**src/rtl/sema_pkg.sv**
```systemverilog
package sema_pkg;
   typedef enum logic [1:0] {
      OWN_NONE  = 2'd0,
      OWN_LEFT  = 2'd1,
      OWN_RIGHT = 2'd2
   } owner_e;
endpackage

```
**src/rtl/sema_cell.sv**
```systemverilog
module sema_cell
   import sema_pkg::*;
(
   input  logic clk,
   input  logic rst_n,
   input  logic l_take,
   input  logic l_give,
   input  logic r_take,
   input  logic r_give,
   output logic l_view,
   output logic r_view
);
   owner_e owner_q, owner_d;
   logic   wait_q, wait_d;   // the non-holding side has a claim waiting
   logic   wait_l, wait_r;

   always_comb begin
      owner_d = owner_q;
      wait_d  = wait_q;
      wait_l  = 1'b0;
      wait_r  = 1'b0;
      case (owner_q)
         OWN_NONE: begin
            if (l_take) begin
               owner_d = OWN_LEFT;
               wait_d  = r_take;
            end else if (r_take) begin
               owner_d = OWN_RIGHT;
               wait_d  = 1'b0;
            end
         end
         OWN_LEFT: begin
            wait_r = (wait_q | r_take) & ~r_give;
            if (l_give) begin
               owner_d = wait_r ? OWN_RIGHT : OWN_NONE;
               wait_d  = 1'b0;
            end else begin
               wait_d  = wait_r;
            end
         end
         OWN_RIGHT: begin
            wait_l = (wait_q | l_take) & ~l_give;
            if (r_give) begin
               owner_d = wait_l ? OWN_LEFT : OWN_NONE;
               wait_d  = 1'b0;
            end else begin
               wait_d  = wait_l;
            end
         end
         default: begin
            owner_d = OWN_NONE;
            wait_d  = 1'b0;
         end
      endcase
   end

   always_ff @(posedge clk or negedge rst_n) begin
      if (!rst_n) begin
         owner_q <= OWN_NONE;
         wait_q  <= 1'b0;
      end else begin
         owner_q <= owner_d;
         wait_q  <= wait_d;
      end
   end

   assign l_view = (owner_q != OWN_LEFT);
   assign r_view = (owner_q != OWN_RIGHT);


   free_on_give_chk: assert property (@(posedge clk) disable iff (!rst_n)
      (owner_q == OWN_LEFT && l_give && !wait_q && !r_take) |=> (l_view && r_view));


   grant_chk: assert property (@(posedge clk) disable iff (!rst_n)
      (owner_q == OWN_LEFT && wait_q && l_give && !r_give) |=> (!r_view && l_view));


   hold_left_chk: assert property (@(posedge clk) disable iff (!rst_n)
      (!l_view && !l_give) |=> !l_view);


   hold_right_chk: assert property (@(posedge clk) disable iff (!rst_n)
      (!r_view && !r_give) |=> !r_view);


   tie_chk: assert property (@(posedge clk) disable iff (!rst_n)
      (l_view && r_view && l_take && r_take) |=> (!l_view && wait_q));
endmodule

```
**src/rtl/sema_port.sv**
```systemverilog
module sema_port #(
   parameter int NUM_SEM = 8,
   parameter int ADDR_W  = 17,
   parameter int DATA_W  = 18
) (
   input  logic               clk,
   input  logic               rst_n,
   input  logic               mem_ce,
   input  logic               sel_n,
   input  logic               wr,
   input  logic [ADDR_W-1:0]  addr,
   input  logic [DATA_W-1:0]  wdata,
   input  logic [NUM_SEM-1:0] views,
   output logic [NUM_SEM-1:0] take,
   output logic [NUM_SEM-1:0] give,
   output logic [DATA_W-1:0]  rdata
);
   localparam int SEL_W = (NUM_SEM > 1) ? $clog2(NUM_SEM) : 1;

   logic             access;
   logic [SEL_W-1:0] idx;

   assign access = mem_ce & ~sel_n;
   assign idx    = addr[SEL_W-1:0];

   for (genvar i = 0; i < NUM_SEM; i++) begin : g_dec
      logic hit;
      assign hit     = access & wr & (idx == SEL_W'(i));
      assign take[i] = hit & ~wdata[0];
      assign give[i] = hit &  wdata[0];
   end

   assign rdata = (access && !wr) ? {DATA_W{views[idx]}} : '0;


   one_flag_chk: assert property (@(posedge clk) disable iff (!rst_n)
      $onehot0(take | give));
endmodule

```
**src/rtl/dual_sema_bank.sv**
```systemverilog
module dual_sema_bank #(
   parameter int NUM_SEM = 8,
   parameter int ADDR_W  = 17,
   parameter int DATA_W  = 18
) (
   input  logic              clk,
   input  logic              rst_n,
   input  logic              lt_mem_ce,
   input  logic              lt_sem_sel_n,
   input  logic              lt_wr,
   input  logic [ADDR_W-1:0] lt_addr,
   input  logic [DATA_W-1:0] lt_wdata,
   output logic [DATA_W-1:0] lt_rdata,
   input  logic              rt_mem_ce,
   input  logic              rt_sem_sel_n,
   input  logic              rt_wr,
   input  logic [ADDR_W-1:0] rt_addr,
   input  logic [DATA_W-1:0] rt_wdata,
   output logic [DATA_W-1:0] rt_rdata
);
   localparam int SEL_W = (NUM_SEM > 1) ? $clog2(NUM_SEM) : 1;

   if (NUM_SEM < 2 || (1 << SEL_W) != NUM_SEM) begin : g_bad_count
      $error("NUM_SEM must be a power of two of at least 2");
   end
   if (ADDR_W < SEL_W) begin : g_bad_addr
      $error("ADDR_W too narrow for NUM_SEM");
   end
   if (DATA_W < 1) begin : g_bad_data
      $error("DATA_W must be positive");
   end

   logic [NUM_SEM-1:0] l_take, l_give, r_take, r_give;
   logic [NUM_SEM-1:0] l_view, r_view;

   sema_port #(.NUM_SEM(NUM_SEM), .ADDR_W(ADDR_W), .DATA_W(DATA_W)) u_left (
      .clk(clk), .rst_n(rst_n),
      .mem_ce(lt_mem_ce), .sel_n(lt_sem_sel_n), .wr(lt_wr),
      .addr(lt_addr), .wdata(lt_wdata), .views(l_view),
      .take(l_take), .give(l_give), .rdata(lt_rdata)
   );

   sema_port #(.NUM_SEM(NUM_SEM), .ADDR_W(ADDR_W), .DATA_W(DATA_W)) u_right (
      .clk(clk), .rst_n(rst_n),
      .mem_ce(rt_mem_ce), .sel_n(rt_sem_sel_n), .wr(rt_wr),
      .addr(rt_addr), .wdata(rt_wdata), .views(r_view),
      .take(r_take), .give(r_give), .rdata(rt_rdata)
   );

   for (genvar i = 0; i < NUM_SEM; i++) begin : g_cell
      sema_cell u_cell (
         .clk(clk), .rst_n(rst_n),
         .l_take(l_take[i]), .l_give(l_give[i]),
         .r_take(r_take[i]), .r_give(r_give[i]),
         .l_view(l_view[i]), .r_view(r_view[i])
      );
   end
endmodule

```
**config.mk**
```make
export PLATFORM = sky130hd
export DESIGN_NAME = dual_sema_bank
export DESIGN_NICKNAME = d
export VERILOG_FILES = /design/src/rtl/sema_pkg.sv /design/src/rtl/sema_cell.sv /design/src/rtl/sema_port.sv /design/src/rtl/dual_sema_bank.sv
export SDC_FILE = /design/constraint.sdc
export NUM_CORES = 1
export LEC_CHECK = 0
export ABC_AREA = 1
export BUFFER_PORTS_ARGS = -buffer_cell sky130_fd_sc_hd__clkbuf_2
export CAP_MARGIN = 15
export CORE_MARGIN = 5
export CORE_UTILIZATION = 43
export CTS_CLUSTER_DIAMETER = 50
export CTS_CLUSTER_SIZE = 28
export DETAILED_ROUTE_END_ITERATION = 8
export PLACE_DENSITY = 0.74
export SLEW_MARGIN = 20
export SYNTH_ARGS = -nofsm -noshare
export SYNTH_HDL_FRONTEND = slang
export SYNTH_SLANG_ARGS = --single-unit
```
**constraint.sdc**
```tcl
create_clock -name clk -period 1.72 [get_ports clk]
set_input_delay 0.086 -clock clk [delete_from_list [all_inputs] [get_ports clk]]
set_output_delay 0.086 -clock clk [all_outputs]
set_load 0.03 [all_outputs]
```
==> metrics.md <==
| Metric | Value |
|---|---|
| I/O Buffers | 51 |
| WS Path Type | reg -> out |
| Inserted Diodes | 0 |
| Reg power frac | 29.4% |
| Routed len/inst | 12.8 um |
| Critical Path RT | 1.63 ns |
| Syn Inst Count | 432 |
| Width of the die | 86.3 um |
| H-Tree Depth | 1 |
| Largest net degree at the start of global routing | 25 |
| Crit path DAT | 1.71 ns |
| Die Footprint | 7460 um2 |
| Total track usage | 18.7% |
| Post-DP HPWL | 4640 um |
| Synth top area cells | dfrtp_1 (24%), nand2_1 (21%), buf_4 (11%) |
| Min Hold Slack | 0.326 ns |
| Synth unique cells | 23 |
| Detailed Route WL | 6870 um |
| Combinational share of power | 57.5% |
| Post-synthesis sequential area ratio | 24.0% |
| Status | finished, violations left |
| Fmax | 558 MHz |
| Min Tclk post-route | 1.79 ns |
| DRT Pass-1 Iters | 5 |
| Layout Nets | 542 |
| Sw Share | 47.6% |
| Internal cell power | 1.63 mW |
| Worst Setup Start Kind | flop |
| Clock-pin transition on the worst setup and hold timing paths | 0.09 ns |
| Worst VDD drop | 0.524 mV |
| Avg Cell Area, Syn | 5.80 um2 |
| DRC | 0 |
| Top cell type by total area after synthesis | dfrtp_1 |
| Switch Pwr | 1.48 mW |
| CTS tree | built |
| Grt ovf | 0 |
| Commonest non-fill, non-tap cell in the layout | nand2_1 |
| Row count | 27 |
| Lkg Pwr | 1.62 nW |
| Buffer depth of the longest clock path | 2 |
| Worst hold path class | in -> reg |
| Synth top area share | 24.0% |
| Total power | 3.11 mW |
| Clk_lat worst skew | 0.27 ns |
| CTS Buf Count | 3 |
| RSZ-0062 raised after global routing | true |
| MaxCap Viol Count | 0 |
| Vias | 2768 |
| Layout cell share with drive strength beyond 1 | 27.2% |
| Fin util | 56.3% |
| Initial Util | 45.0% |
| Final setup viols | 36 |
| Leading cell types in the layout, fill and taps excluded | nand2_1 (138), nor2_1 (57), nand3_1 (45) |
| Hold Violations, Final | 0 |
| Vias in the first global route | 2596 |
| Final Slew Violations | 0 |
| Syn-to-layout area delta | 25.1% |
| Yosys Warn Count | 0 |
| Critical path capture point type | output pin |
| Slew headroom | 57.8% |
| Setup TNS | -2.12 ns |
| I/O pin count | 114 |
| Syn_nets | 510 |
| Clock tree sinks | 24 |
| P per Cell Area | 993 nW/um2 |
| Routability cong. | 0.897 |
| Initial antenna violation count | 0 |
| Die Y | 86.3 um |
| Clk pwr share | 13.1% |
| Routed vias/inst | 5.17 |
| Clock root buffer | clkbuf_8 |
| Starting DRT DRC Count | 171 |
| Worst slew pin tran | 0.634 ns |
| Violated checks | negative setup slack |
| DP Area | 2560 um2 |
| Synth Register Bits | 24 |
| Final period util | 104% |
| Post-DRT Antenna Nets | 0 |
| Final worst slack | -0.0712 ns |
| Final Skew | 0.00161 ns |
| Cell area after synthesis | 2510 um2 |
| First-pass GRT wire length | 11400 um |
| Post-route cell area | 3140 um2 |
| Area of the core | 5570 um2 |
| Crit Path Max Fanout | 5 |
[layer usage]
layer | GRT usage [%] | share of wire (%) | vias to the layer above
met4 | 5.95 | 2.3 | 0
li1 | - | - | 1370
met5 | 0 | 0 | -
met3 | 1.62 | 6.8 | 15
met1 | 23.1 | 41 | 1280
met2 | 33.9 | 50 | 103
[power groups by stage]
stage	sequential (mW)	combinational, mW	clock (mW)
2_1_floorplan	0.869	1.21	0
3_3_place_gp	0.895	1.41	0
3_5_place_dp	0.900	1.44	0
4_1_cts	0.922	1.63	0.419
5_1_grt	0.942	2.03	0.443
6_report	0.915	1.79	0.409
[path summary, 6_finish.rpt]
kind / startpoint / end / slack [ns] / cells after the start
max in group asynchronous: rst_n / g_cell[4].u_cell.owner_q[1] / 0.96 / 2
setup / recovery: g_cell[1].u_cell.owner_q[1] / lt_rdata[15] / -0.07 / 9
setup reg to reg: g_cell[0].u_cell.owner_q[1] / g_cell[0].u_cell.owner_q[1] / 0.48 / 9
min in group asynchronous: rst_n / g_cell[5].u_cell.owner_q[1] / 0.35 / 2
hold reg to reg: g_cell[4].u_cell.wait_q / g_cell[4].u_cell.wait_q / 0.50 / 2
hold / removal: rt_wdata[0] / g_cell[0].u_cell.owner_q[1] / 0.33 / 4
[worst max-delay path, cell delays in order (launching register included)]
cell       delay, ns
dfrtp_1         0.40
buf_4           0.15
nor2_4          0.12
nand3_2         0.09
nand2_2         0.08
nor3_2          0.04
nor2_2          0.16
nor2_4          0.07
clkbuf_16       0.17
buf_8           0.14
[metrics by stage]
step / instances / worst slack (ns)
4_1_cts: 528 / -0.0842
6_report: 535 / -0.0712
3_3_place_gp: 514 / 0.182
5_1_grt: 535 / -0.178
3_5_place_dp: 514 / 0.134
2_1_floorplan: 432 / 0.195
[cells in the mapped netlist]
cell type and instances:
nor3b_1 1, nor2_4 3, nand2_1 141, a31oi_1 1, nand4_1 5, o21a_1 1, nor2_1 70, buf_6 2
buf_4 38, o21bai_1 1, buf_2 2, nand3_4 1, nand3_1 46, dfrtp_1 24, nor3_1 4, nand2_2 8
inv_1 47, o21ai_0 18, clkinv_1 1, a21oi_1 4, inv_2 2, nand3_2 3, nor2_2 9
[logic make-up (layout without fill, tap and decap cells)]
family	count (synthesis)	after routing	share of synthesized area (%)
AO/OA/AOI/OAI	25	25	5.24
buffers and inverters	92	123	20.2
flip-flops	24	24	24.0
AND/OR/NAND/NOR	291	291	50.6
[flip-flops by register name (all words and copies together) (netlist names)]
register	flops
g_cell.u_cell.wait_q	8
g_cell.u_cell.owner_q	16
[final cells by class]
type | instances | area [um2]
Multi-Input combinational cell | 316 | 1520
Inverter | 50 | 188
Fill cell | 510 | 2440
Tap cell | 72 | 90.1
Sequential cell | 24 | 601
Clock buffer | 4 | 55.1
Timing Repair Buffer | 69 | 679
[what timing repair did]
action / 4_1_cts / 5_1_grt
hold endpoints to repair: 24 / 0
pin swaps: 10 / 10
endpoints found under the setup margin: 36 / 36
hold buffers: 1 / 0
buffers inserted: 8 / 6
cloned: 1 / 1
resized for setup: 84 / 39
Note: power is estimated with default switching activity, not from simulation.
